--- config.mk ---
export PLATFORM = sky130hd
export DESIGN_NAME = stopseq_top
export DESIGN_NICKNAME = d
export VERILOG_FILES = /design/src/rtl/stopseq_pkg.sv /design/src/rtl/stopseq_ctrl_reg.sv /design/src/rtl/stopseq_wake_detect.sv /design/src/rtl/stopseq_warmup_cnt.sv /design/src/rtl/stopseq_top.sv
export SDC_FILE = /design/constraint.sdc
export NUM_CORES = 1
export LEC_CHECK = 0
export ABC_CLOCK_PERIOD_IN_PS = 2750
export BUFFER_PORTS_ARGS = -buffer_cell sky130_fd_sc_hd__buf_4
export CAP_MARGIN = 20
export CELL_PAD_IN_SITES_DETAIL_PLACEMENT = 0
export CELL_PAD_IN_SITES_GLOBAL_PLACEMENT = 1
export CORE_UTILIZATION = 35
export CTS_BUF_LIST = sky130_fd_sc_hd__clkbuf_4 sky130_fd_sc_hd__clkbuf_8
export DETAILED_ROUTE_END_ITERATION = 8
export HOLD_SLACK_MARGIN = 0.12
export PLACE_DENSITY = 0.67
export SLEW_MARGIN = 15
export SYNTH_ARGS = -nofsm -noshare
export SYNTH_HDL_FRONTEND = slang
export SYNTH_HIERARCHICAL = 1
export SYNTH_SLANG_ARGS = --single-unit
--- constraint.sdc ---
create_clock -name clk -period 2.75 [get_ports clk]
set_clock_uncertainty 0.1 [all_clocks]
set_input_delay 0.4125 -clock clk [delete_from_list [all_inputs] [get_ports clk]]
set_output_delay 0.4125 -clock clk [all_outputs]
set_load 0.02 [all_outputs]
--- src/rtl/stopseq_pkg.sv ---
`timescale 1ns/1ps
// Shared types for the stop sequencer.
// Assumes the control register is one byte with its fields at fixed bits 7..2.
package stopseq_pkg;
    localparam int REG_W = 8;

    typedef enum logic [1:0] {
        ST_RUN  = 2'd0,
        ST_STOP = 2'd1,
        ST_WARM = 2'd2
    } seq_state_t;

    typedef struct packed {
        logic       start;
        logic       lvl_rel;
        logic       slow_ret;
        logic       hold_out;
        logic [1:0] wut;
    } ctrl_fields_t;
endpackage

--- src/rtl/stopseq_ctrl_reg.sv ---
`timescale 1ns/1ps
// Control register of the stop sequencer.
// Stores fields on an accepted write. The start bit is refused when the
// entry is blocked, and it clears when warm-up ends. Bits 1:0 always read zero.
// Assumes the caller accepts writes only in run state.
module stopseq_ctrl_reg
    import stopseq_pkg::*;
(
    input  logic               clk,
    input  logic               rst_n,
    input  logic               wr_take,
    input  logic [REG_W-1:0]   wdata,
    input  logic               block_entry,
    input  logic               clear_start,
    output ctrl_fields_t       fld,
    output logic [REG_W-1:0]   rdata
);
    localparam logic [1:0] LOW_MASK = 2'b00;

    logic [REG_W-1:0] reg_q;

    // Register update: accepted write, start self-clear, reset.
    always_ff @(posedge clk) begin
        if (!rst_n) begin
            reg_q <= '0;
        end else if (wr_take) begin
            reg_q <= {wdata[7] & ~block_entry, wdata[6:2], wdata[1:0] & LOW_MASK};
        end else if (clear_start) begin
            reg_q[7] <= 1'b0;
        end
    end

    // Field view and readback.
    always_comb begin
        fld   = reg_q[7:2];
        rdata = reg_q;
    end
endmodule

--- src/rtl/stopseq_wake_detect.sv ---
`timescale 1ns/1ps
// Release decision for the stop state.
// Edge mode needs a low-to-high step between consecutive cycles. Level mode
// needs only a high pin. Assumes the pin is already synchronous to clk.
module stopseq_wake_detect (
    input  logic clk,
    input  logic rst_n,
    input  logic pin,
    input  logic level_mode,
    output logic release_req,
    output logic pin_high
);
    logic pin_q;

    // Previous-cycle sample of the pin.
    always_ff @(posedge clk) begin
        if (!rst_n) pin_q <= 1'b0;
        else        pin_q <= pin;
    end

    // Pick the release condition for the selected method.
    always_comb begin
        pin_high    = pin;
        release_req = level_mode ? pin : (pin & ~pin_q);
    end
endmodule

--- src/rtl/stopseq_warmup_cnt.sv ---
`timescale 1ns/1ps
// Warm-up counter.
// Counts pulses of the clock that the system returns to, up to a length
// taken from a four-entry table of shifted values, and flags the last pulse.
// Assumes the code and the clock choice are stable while it is active.
module stopseq_warmup_cnt #(
    parameter int HF_SHIFT_A = 16,
    parameter int HF_SHIFT_B = 14,
    parameter int LF_SHIFT_A = 13,
    parameter int LF_SHIFT_B = 6
) (
    input  logic       clk,
    input  logic       rst_n,
    input  logic       load,
    input  logic       active,
    input  logic       sel_slow,
    input  logic [1:0] code,
    input  logic       hf_tick,
    input  logic       lf_tick,
    output logic       done
);
    localparam int MAXS = (HF_SHIFT_A > LF_SHIFT_A) ? HF_SHIFT_A : LF_SHIFT_A;
    localparam int CW   = MAXS + 2;
    localparam logic [CW-1:0] ONE   = CW'(1);
    localparam logic [CW-1:0] THREE = CW'(3);

    logic [CW-1:0] cnt_q;
    logic [CW-1:0] target;
    logic          tick_sel;

    // Table lookup of the wait length, per return clock and code.
    always_comb begin
        unique case ({sel_slow, code})
            3'b000:  target = THREE << HF_SHIFT_A;
            3'b001:  target = ONE   << HF_SHIFT_A;
            3'b010:  target = THREE << HF_SHIFT_B;
            3'b011:  target = ONE   << HF_SHIFT_B;
            3'b100:  target = THREE << LF_SHIFT_A;
            3'b101:  target = ONE   << LF_SHIFT_A;
            3'b110:  target = THREE << LF_SHIFT_B;
            default: target = ONE   << LF_SHIFT_B;
        endcase
        tick_sel = sel_slow ? lf_tick : hf_tick;
        done     = active & tick_sel & (cnt_q == target - ONE);
    end

    // Pulse counter, cleared when the stop state is released.
    always_ff @(posedge clk) begin
        if (!rst_n)                 cnt_q <= '0;
        else if (load)              cnt_q <= '0;
        else if (active & tick_sel) cnt_q <= cnt_q + ONE;
    end
endmodule

--- src/rtl/stopseq_top.sv ---
`timescale 1ns/1ps
// Stop sequencer top.
// Sequences run -> stop -> warm-up -> run. Accepts register writes only in
// run state and drives the halt, port and clock-stable outputs. Assumes the
// reset input also serves as the reset-pin exit from the stop state.
module stopseq_top
    import stopseq_pkg::*;
#(
    parameter int HF_SHIFT_A = 16,
    parameter int HF_SHIFT_B = 14,
    parameter int LF_SHIFT_A = 13,
    parameter int LF_SHIFT_B = 6
) (
    input  logic             clk,
    input  logic             rst_n,
    input  logic             reg_wr,
    input  logic [REG_W-1:0] reg_wdata,
    output logic [REG_W-1:0] reg_rdata,
    input  logic             wake_pin,
    input  logic             hf_tick,
    input  logic             lf_tick,
    output logic             halt,
    output logic             clk_stable,
    output logic             port_oe,
    output logic             pin_hiz,
    output logic             ret_slow
);
    seq_state_t   state_q;
    ctrl_fields_t fld;
    logic         wr_take;
    logic         block_entry;
    logic         enter;
    logic         release_req;
    logic         pin_high;
    logic         warm_load;
    logic         warm_done;

    // Write acceptance and the entry decision.
    always_comb begin
        wr_take     = reg_wr & (state_q == ST_RUN);
        block_entry = reg_wdata[6] & pin_high;
        enter       = wr_take & reg_wdata[7] & ~block_entry;
        warm_load   = (state_q == ST_STOP) & release_req;
    end

    stopseq_ctrl_reg u_reg (
        .clk         (clk),
        .rst_n       (rst_n),
        .wr_take     (wr_take),
        .wdata       (reg_wdata),
        .block_entry (block_entry),
        .clear_start (warm_done),
        .fld         (fld),
        .rdata       (reg_rdata)
    );

    stopseq_wake_detect u_wake (
        .clk         (clk),
        .rst_n       (rst_n),
        .pin         (wake_pin),
        .level_mode  (fld.lvl_rel),
        .release_req (release_req),
        .pin_high    (pin_high)
    );

    stopseq_warmup_cnt #(
        .HF_SHIFT_A (HF_SHIFT_A),
        .HF_SHIFT_B (HF_SHIFT_B),
        .LF_SHIFT_A (LF_SHIFT_A),
        .LF_SHIFT_B (LF_SHIFT_B)
    ) u_warm (
        .clk      (clk),
        .rst_n    (rst_n),
        .load     (warm_load),
        .active   (state_q == ST_WARM),
        .sel_slow (fld.slow_ret),
        .code     (fld.wut),
        .hf_tick  (hf_tick),
        .lf_tick  (lf_tick),
        .done     (warm_done)
    );

    // Sequencer state register.
    always_ff @(posedge clk) begin
        if (!rst_n) begin
            state_q <= ST_RUN;
        end else begin
            unique case (state_q)
                ST_RUN:  if (enter)       state_q <= ST_STOP;
                ST_STOP: if (release_req) state_q <= ST_WARM;
                ST_WARM: if (warm_done)   state_q <= ST_RUN;
                default:                  state_q <= ST_RUN;
            endcase
        end
    end

    // Output decode from the state and the register fields.
    always_comb begin
        halt       = (state_q != ST_RUN);
        clk_stable = (state_q == ST_RUN);
        port_oe    = (state_q == ST_RUN) | fld.hold_out;
        pin_hiz    = (state_q != ST_RUN);
        ret_slow   = fld.slow_ret;
    end
endmodule

## Yosys cells after proc, flatten, opt, wreduce, memory -nomap -nowiden

Cells that the tools add are included.

| storage, ports and cells | value |
|---|---|
| logic and storage cells | 47 |
| register bits after elaboration | 27 |
| output and inout port bits | 13 |
| input port bits | 14 |

| operators by class | value |
|---|---|
| mux-type cells | 9 |
| bitwise gates (word level) | 13 |
| equality and inequality tests | 12 |
| reductions and logical operators | 6 |
| add/subtract/negate cells | 2 |

Operator list:

| kind | count |
|---|---|
| 18-bit one-hot mux with 7 select lines | 1 |
| 18-bit by 1-bit adder with 18-bit output, second input constant | 1 |
| 18-bit == test | 1 |
| 18-bit by 1-bit subtractor with 18-bit output, second input constant | 1 |
| 1-bit AND | 9 |
| 3-bit == test, second input constant | 3 |
| 3-bit by 2-bit == test with 1-bit output, second input constant | 2 |
| 2-bit 2-to-1 mux | 3 |
| 2-bit one-hot mux with 3 select lines | 1 |
| 1-bit 2-to-1 mux | 4 |
| 2-bit != test, second input constant | 2 |
| 2-bit nonzero test | 2 |
| 3-bit by 1-bit == test with 1-bit output, second input constant | 1 |
| 3-bit zero test | 1 |
| 1-bit NOT | 3 |
| 3-bit AND reduction | 1 |
| 2-bit by 1-bit == test with 1-bit output, second input constant | 1 |
| 2-bit == test, second input constant | 1 |
| 2-bit zero test | 1 |
| 2-bit by 1-bit != test with 1-bit output, second input constant | 1 |
| 2-bit OR reduction | 1 |
| 1-bit bitwise OR | 1 |

## Longest topological paths before layout

Gate-level depths: netlist of the first run.

| logic depth | value |
|---|---|
| word-level depth | 7 |
| mapped depth | 9 |
| gate-level depth less buffers | 8 |

## Hierarchy

The synthesis of the first run kept the hierarchy.

By module, submodules not included:

| module | area an instance (um2) | sequential area each (um2) | times used | cells each |
|---|---|---|---|---|
| stopseq_warmup_cnt | 1036.0 | 360.3 | 1 | 130 |
| stopseq_ctrl_reg | 300.3 | 120.1 | 1 | 29 |
| stopseq_top | 143.9 | 40.0 | 1 | 16 |
| stopseq_wake_detect | 45.0 | 20.0 | 1 | 5 |

## Least setup slack after synthesis of the first run

No wires, ideal clock.

| timing | value |
|---|---|
| path type | register -> register |
| start point | reg u_reg.reg_q[5], in the netlist u_reg/rdata[5] |
| end point | reg state_q[1] |
| required time | 2.535 ns |
| period minus slack after synthesis | 2.531 ns |
| setup slack | 0.219 ns |
| path buffers | 0 |
| stages on the path, launching flop included | 9 |
| data arrival time | 2.317 ns |
| library setup time | 0.115 ns |
| cells stage by stage | dfxtp_1 > or2b_1 > ha_1 > xnor2_1 > a21oi_1 > or4_1 > a311oi_1 > nor3b_1 > o21a_1 |

| on the way | value |
|---|---|
| longest elaborated chain between the ends | 7 |
| elaborated cells between the ends (all ways) | 15 |
| those cells by class | 1 x add/sub; 8 x eq/ne; 2 x mux; 2 x bitwise; 2 x reduce/logical |

RTL lines:

| item | RTL line | text |
|---|---|---|
| start: declaration | stopseq_ctrl_reg.sv:20 | `logic [REG_W-1:0] reg_q;` |
| start signal: assignment | stopseq_ctrl_reg.sv:27 | `reg_q <= {wdata[7] & ~block_entry, wdata[6:2], wdata[1:0] & LOW_MASK};` |
| 3-bit == test (tied with other cells) | stopseq_warmup_cnt.sv:33 | `unique case ({sel_slow, code})` |
| 18-bit one-hot mux with 7 select lines | stopseq_warmup_cnt.sv:33 |  |
| 18-bit by 1-bit subtractor with 18-bit output | stopseq_warmup_cnt.sv:44 | `done = active & tick_sel & (cnt_q == target - ONE);` |
| 18-bit == test | stopseq_warmup_cnt.sv:44 |  |
| 1-bit AND * | stopseq_warmup_cnt.sv:44 |  |
| named net warm_done | stopseq_top.sv:36 | `logic warm_done;` |
| 2-bit != test (no source line) * | -- |  |
| 3-bit AND reduction (no source line) * | -- |  |
| end signal: assignment | stopseq_top.sv:86 | `state_q <= ST_RUN;` |
| end signal: assignment | stopseq_top.sv:89 | `ST_RUN: if (enter) state_q <= ST_STOP;` |
| end signal: assignment | stopseq_top.sv:90 | `ST_STOP: if (release_req) state_q <= ST_WARM;` |
| end: declaration | stopseq_top.sv:28 | `seq_state_t state_q;` |

Mark *: on every way through the listed nets, which the timed path passes. The rest lies on a longest branch.
A chain may end at the register's enable or synchronous reset.

## Worst setup path after layout of the first run

Ends and elaborated chain as after synthesis.

==> results of run 1 <==
[metal layers]
layer  GRT usage [%]  vias up
li1                -      662
met1            19.4      617
met2            27.1       20
met3            2.17        4
met4            3.91        0
met5               0        -
[worst reg2reg max path: stages, from the launching register on]
cell and delay, ns:
dfxtp_1 0.35, or2b_1 0.24, ha_1 0.30, xor2_1 0.15
nand3_1 0.09, or4_1 0.50, a311oi_1 0.46, nor3b_1 0.10
o21a_1 0.18
[through the flow]
stage	worst slack, ns	hold WS, ns	instance area, um^2
6_report	0.185	0.263	1720
5_1_grt	0.0701	0.256	1720
4_1_cts	0.206	0.260	1720
3_5_place_dp	0.234	0.380	1670
3_3_place_gp	0.374	0.371	1670
2_1_floorplan	0.219	0.357	1530
[power groups by stage]
stage | registers (mW) | logic, mW | clock network [mW]
2_1_floorplan | 0.418 | 0.0851 | 0
3_3_place_gp | 0.417 | 0.117 | 0
3_5_place_dp | 0.417 | 0.120 | 0
4_1_cts | 0.408 | 0.120 | 0.235
5_1_grt | 0.409 | 0.130 | 0.256
6_report | 0.408 | 0.119 | 0.227
[flip-flops by register name, indices dropped and copies added (netlist names)]
name	count
state_q	2
u_reg/rdata	6
u_warm/cnt_q	18
u_wake/pin_q	1
[cell families after synthesis]
group	count (synthesis)
mux	6
fa+ha+maj	2
xor+xnor	10
buf+inv	22
simple gates	83
flops	27
other cells	1
compound gates	29
[how the worst min path moves through the flow]
| stage | from | endpoint | slack, ns |
|---|---|---|---|
| after floorplan | u_warm/cnt_q[1] | u_warm/cnt_q[1] | 0.36 |
| after CTS | wake_pin | u_wake/pin_q | 0.26 |
| after global routing | wake_pin | u_wake/pin_q | 0.26 |
| after global placement | u_warm/cnt_q[1] | u_warm/cnt_q[1] | 0.37 |
| final | wake_pin | u_wake/pin_q | 0.26 |
| after detailed placement | u_warm/cnt_q[1] | u_warm/cnt_q[1] | 0.38 |
[cells in the mapped netlist (2+ instances only)]
master | number | share of area, %
xnor2_1 | 2 | 1.1
inv_1 | 5 | 1.2
nor4b_1 | 2 | 1.1
buf_4 | 11 | 5.4
ha_1 | 2 | 1.6
and2_1 | 4 | 1.6
nand3_1 | 7 | 2.3
and4_1 | 3 | 1.7
mux2i_1 | 5 | 3.3
o21ai_0 | 9 | 3.0
nor2b_1 | 6 | 2.5
clkbuf_1 | 3 | 0.74
dfxtp_1 | 27 | 35
xor2_1 | 8 | 4.6
nand4_1 | 7 | 2.9
and3_1 | 4 | 1.6
nor2_1 | 11 | 2.7
nand2_1 | 12 | 3.0
nor3_1 | 3 | 0.98
a21oi_1 | 13 | 4.3
or3_1 | 8 | 3.3
nand4bb_1 | 2 | 1.5
or4_1 | 3 | 1.5
[layout make-up]
cell class	count	share of cell area, %
Sequential cell	27	31.4
Multi-Input combinational cell	132	49.7
Inverter	5	1.09
Tap cell	50	3.63
Timing Repair Buffer	26	11.3
Clock buffer	4	2.83
==> flow_summary.rst, run 1 <==
.. list-table::
   :header-rows: 1

   * - Metric
     - Value
   * - Outcome
     - finished clean
   * - DP Wirelength
     - 2430 um
   * - Critical path's top delay family
     - simple AND/OR/NAND/NOR gates
   * - FF-to-FF path depth
     - 8
   * - Average cell area after synthesis
     - 8.47 um^2
   * - DRC viols
     - 0
   * - Crit path buf inv count
     - 0
   * - CTS Buf Count
     - 3
   * - Sequential Area
     - 541 um^2
   * - Antenna violations before repair
     - 0
   * - Ant. Diodes
     - 0
   * - Setup slack of the worst register-to-register path
     - 0.19 ns
   * - Sequential fraction of design power
     - 54.1%
   * - Net count reported at finish
     - ~210
   * - Count of final max-slew check failures
     - 0
   * - Critical path required time
     - 2.81 ns
   * - # placed instances
     - between 200 and 250
   * - Routed metal-1 wire length
     - 1520 um
   * - Net Sw Power
     - ~190 uW
   * - Pwr Density
     - 438 nW/um^2
   * - Distinct cell type count after synthesis
     - 46
   * - Global-route wire length before repair
     - between 5000 and 6000 um
   * - FMAX
     - 390 MHz
   * - Launch point of the worst reg-to-reg path
     - u_reg/rdata[5]
   * - Standard-cell row count
     - 23
   * - Main flop type after synthesis
     - dfxtp_1
   * - Number of buffer cells added on primary ports
     - 22
   * - Number of flip-flops and latches in the synthesized netlist
     - 27
   * - Startpoint of the most critical setup path
     - u_reg/rdata[5]
   * - Highest routed layer
     - met4
   * - Routed met3 length
     - 100 um
   * - DIE AREA
     - 4630 um^2
   * - Post-layout util
     - a little over two fifths
   * - Critical path endpoint
     - state_q[1]
   * - Global-route usage over all layers
     - 15.4%
   * - First drt pass iteration count
     - 4
   * - Leakage dissipation
     - between 0.6 and 0.7 nW
   * - Cell-internal power
     - between 500 and 600 uW
   * - Antenna viol nets, final
     - 0
   * - Critical Path Stages
     - 8
   * - Switching share of total power
     - 24.7%
   * - Post-Synth Simple-Gate Area
     - 32.6%
   * - Die Y
     - a little under 70 um
   * - Setup TNS
     - 0 ns
   * - Worst hold-check path type
     - in2reg
   * - Multiplexer fraction of the synthesized cell area
     - 4.27%
   * - Fraction of final layout cells sized beyond drive strength 1
     - 17.5%
   * - Clock latency of the later-clocked register in the worst-skew pair
     - 0.26 ns
   * - Path type of the worst setup path
     - reg2reg
   * - Clock Tree Buf Depth
     - 2
   * - Hold Buf Count CTS
     - 0
   * - Compound-gate portion of the synthesized area
     - between 10% and 20%
   * - Area share of fa/ha/maj cells after synthesis
     - under 10%
   * - Max-cap check violation count
     - 0
   * - Setup repair after global routing missed its margin
     - no
   * - Setup-violating endpoint count in the final report
     - 0
   * - Combined area of all synthesized cells
     - 1530 um^2
   * - Crit-path slowest cell
     - or4_1
   * - Minimum clock period after layout
     - 2.56 ns
   * - Multi-input gate area
     - 856 um^2
   * - List of cells traversed by the critical path
     - or2b_1, ha_1, xor2_1, nand3_1, or4_1, a311oi_1, nor3b_1, o21a_1
   * - Count of mapped cells out of synthesis
     - 180
   * - Delay contributed by the slowest stage of the critical path
     - approximately 0.50 ns
   * - Ys Warns
     - 6
   * - Area share of xor/xnor cells in the synthesized design
     - about 5.7%
   * - Via count of the first global-routing pass
     - 1202
   * - I/O pin count
     - 27
   * - Top library cells by usage in the layout, fill and taps aside
     - dfxtp_1, buf_4, a21oi_1
   * - Clock tree from TritonCTS
     - yes
   * - Portion of total power attributed to the clock network
     - 30.1%
   * - Worst vdd ir
     - 201 uV
   * - Total overflow reported by the global router
     - 0
   * - Sum of met2 wire segment lengths after detailed routing
     - 1530 um
   * - Sequential element share of the synthesized area
     - 35.4%
   * - Pin count of the biggest net entering global routing
     - 19
   * - Non-filler instance count after layout
     - ~240
   * - CP Max Fanout
     - 3
   * - Horizontal die dimension
     - a little under 70 um
   * - Fraction of registers with async set or reset after synthesis
     - 0%
   * - Combinational family with the most area after synthesis
     - simple AND/OR/NAND/NOR gates
   * - Core area
     - 4090 um^2
   * - Clock transition at the registers of the reported paths
     - 0.09 ns
   * - DRT Wirelength
     - 3190 um
   * - Number of instances resized during post-cts repair
     - 0
   * - Worst rel slew slack
     - around half
   * - Starting Density
     - between 30 and 40%
   * - Number of cells on the worst hold path
     - 2
   * - Count of flip-flops with a built-in enable after synthesis
     - 0
   * - Number of filler instances in the final layout
     - 419
   * - Number of levels the H-tree was split into
     - 1
   * - Via count
     - 1303
   * - R2r endpoint
     - state_q[1]
   * - Kind of launch point of the worst setup path
     - flop
   * - Leading cell type in the layout, fill and taps excluded
     - dfxtp_1
   * - Part of the total power dissipated in combinational logic
     - 15.8%
   * - Number of DRC markers after the initial detailed-route iteration
     - just under 50
   * - Measured slew at the worst slew-check pin
     - 0.735 ns
   * - Placer's final routability congestion estimate
     - 0.711
   * - Clock Sinks
     - 27
   * - Final hold violation count
     - 0
   * - Wire length per cell after detailed routing
     - 13.1 um
   * - Synthesis-to-layout area growth
     - 12.9%
   * - Root Driver
     - clkbuf_8
   * - Number of vias per cell after detailed routing
     - approximately 5.3
   * - Critical path data arrival time
     - 2.63 ns
   * - Total design power
     - 754 uW
   * - Worst Setup End Kind
     - flop
   * - Count of buffers added by post-CTS timing repair for setup
     - 0
   * - Part of the cycle the worst path needs
     - between 90% and 100%
(Power assumes the default switching activity.)
==> run 2: changes to the inputs <==
Settings changed: CORE_ASPECT_RATIO set to 1.1.
==> run 2 against run 1 <==
Clock-buffer cell count stayed put. Register-to-register slack better by 0.09 ns. Power up 1.2%. Die area barely moved. Highest routed layer unchanged. Critical endpoint unchanged.
==> flow_summary.rst, run 2 (synthesis gave the netlist of run 1 again) <==
.. list-table::
   :header-rows: 1

   * - Metric
     - Value
   * - Die Y
     - between 70 and 80 um
   * - Total design power
     - about 760 uW
   * - Clock Tree Buf Depth
     - 2
   * - Net count reported at finish
     - roughly 210
   * - Horizontal die dimension
     - 64.9 um
   * - Worst vdd ir
     - 190 uV
   * - I/O pin count
     - 27
   * - Critical path endpoint
     - state_q[1]
   * - Number of DRC markers after the initial detailed-route iteration
     - between 80 and 90
   * - Clock latency of the later-clocked register in the worst-skew pair
     - 0.27 ns
   * - Global-route usage over all layers
     - 14.2%
   * - Minimum clock period after layout
     - 2.48 ns
   * - R2r endpoint
     - state_q[1]
   * - Kind of launch point of the worst setup path
     - flop
   * - Standard-cell row count
     - 24
   * - Setup-violating endpoint count in the final report
     - 0
   * - Setup slack of the worst register-to-register path
     - 0.27 ns
   * - Placer's final routability congestion estimate
     - 0.699
   * - Starting Density
     - 37.3%
   * - Antenna violations before repair
     - 0
   * - Number of buffer cells added on primary ports
     - 22
   * - Clock Sinks
     - 27
   * - Worst Setup End Kind
     - flop
   * - Largest register by flop count
     - u_warm/cnt_q
   * - DRT Wirelength
     - 3210 um
   * - FF-to-FF path depth
     - 8
   * - Portion of total power attributed to the clock network
     - 31.0%
   * - Count of buffers added by post-CTS timing repair for setup
     - 0
   * - Number of vias per cell after detailed routing
     - roughly 5.3
   * - Sequential fraction of design power
     - 53.4%
   * - Number of filler instances in the final layout
     - between 400 and 500
   * - CP Max Fanout
     - 3
   * - Critical path required time
     - about 2.8 ns
   * - Cell-internal power
     - 568 uW
   * - DIE AREA
     - about 4600 um^2
   * - Number of instances resized during post-cts repair
     - 0
   * - Via count of the first global-routing pass
     - 1175
   * - Setup TNS
     - 0 ns
   * - Net Sw Power
     - about 200 uW
   * - Clock transition at the registers of the reported paths
     - 0.09 ns
   * - Pwr Density
     - 442 nW/um^2
   * - Worst rel slew slack
     - between 50% and 60%
   * - Switching share of total power
     - between 20% and 30%
   * - Startpoint of the most critical setup path
     - u_reg/rdata[5]
   * - Worst hold-check path type
     - in2reg
   * - Hold Buf Count CTS
     - 0
   * - Setup repair after global routing missed its margin
     - no
   * - First drt pass iteration count
     - 4
   * - Fraction of final layout cells sized beyond drive strength 1
     - 17.5%
   * - Ant. Diodes
     - 0
   * - Final hold violation count
     - 0
   * - Measured slew at the worst slew-check pin
     - between 0.7 and 0.8 ns
   * - Max-cap check violation count
     - 0
   * - Launch point of the worst reg-to-reg path
     - u_reg/rdata[5]
   * - Outcome
     - finished clean
   * - Leakage dissipation
     - 0.681 nW
   * - FMAX
     - 403 MHz
   * - Count of final max-slew check failures
     - 0
   * - Part of the total power dissipated in combinational logic
     - 15.6%
   * - Antenna viol nets, final
     - 0
   * - Clock tree from TritonCTS
     - yes
   * - CTS Buf Count
     - 3
   * - Core area
     - approximately 4100 um^2
   * - Number of levels the H-tree was split into
     - 1
   * - Root Driver
     - clkbuf_8
   * - DP Wirelength
     - 2390 um
   * - Part of the cycle the worst path needs
     - 90.2%
   * - Leading cell type in the layout, fill and taps excluded
     - dfxtp_1
   * - Pin count of the biggest net entering global routing
     - 19
   * - Top library cells by usage in the layout, fill and taps aside
     - dfxtp_1, buf_4, a21oi_1
   * - Synthesis-to-layout area growth
     - 13.0%
   * - Path type of the worst setup path
     - reg2reg
   * - Critical path data arrival time
     - 2.55 ns
   * - Via count
     - around 1300
   * - Flip-flop count of the largest register after layout
     - 18
   * - Source of the worst hold timing path
     - wake_pin
   * - Total overflow reported by the global router
     - 0
   * - DRC viols
     - 0
   * - Wire length per cell after detailed routing
     - 13.0 um
   * - Global-route wire length before repair
     - 5240 um
run 2: worst min-delay path by stage:
stage | end | cells past startpoint
2_1_floorplan | u_warm/cnt_q[1] | 2
3_3_place_gp | u_warm/cnt_q[1] | 2
3_5_place_dp | u_reg/rdata[7] | 2
4_1_cts | u_wake/pin_q | 2
5_1_grt | u_wake/pin_q | 2
6_report | u_wake/pin_q | 2
run 2: per-layer routing:
metal  part of all wire, %  up-vias  GRT usage (%)
li1                      -      660              -
met1                    47      626           18.2
met2                    51        9           24.4
met3                   1.6        4           2.39
met4                  0.90        0           3.70
met5                     0        -              0
run 2: power by group through the flow:
stage | combinational [mW] | clock, mW | sequential [mW]
after floorplan | 0.0851 | 0 | 0.418
after global placement | 0.116 | 0 | 0.417
after detailed placement | 0.119 | 0 | 0.417
after CTS | 0.120 | 0.243 | 0.408
after global routing | 0.129 | 0.260 | 0.409
final | 0.119 | 0.236 | 0.408
run 2: layout make-up:
class                           count  area, um^2  share of cell area, %
Multi-Input combinational cell    132         856                   49.6
Sequential cell                    27         541                   31.3
Timing Repair Buffer               26         195                   11.3
Tap cell                           52        65.1                   3.77
Clock buffer                        4        48.8                   2.83
Inverter                            5        18.8                   1.09
run 2: critical path, stage by stage, from the launching register on:
cell and delay (ns):
dfxtp_1 0.35, or2b_1 0.24, ha_1 0.31, xor2_1 0.14, nand3_1 0.10, or4_1 0.48, a311oi_1 0.39, nor3b_1 0.09
o21a_1 0.19
run 2: metrics by stage:
step / instances / util (%) / instance area, um^2 / hold WS, ns / worst slack, ns
5_1_grt: 246 / 42.2 / 1720 / 0.258 / 0.0932
6_report: 246 / 42.2 / 1720 / 0.254 / 0.271
3_5_place_dp: 242 / 41.0 / 1680 / 0.379 / 0.302
3_3_place_gp: 242 / 41.0 / 1680 / 0.371 / 0.355
4_1_cts: 246 / 42.2 / 1720 / 0.252 / 0.253
2_1_floorplan: 181 / - / 1530 / 0.357 / 0.219
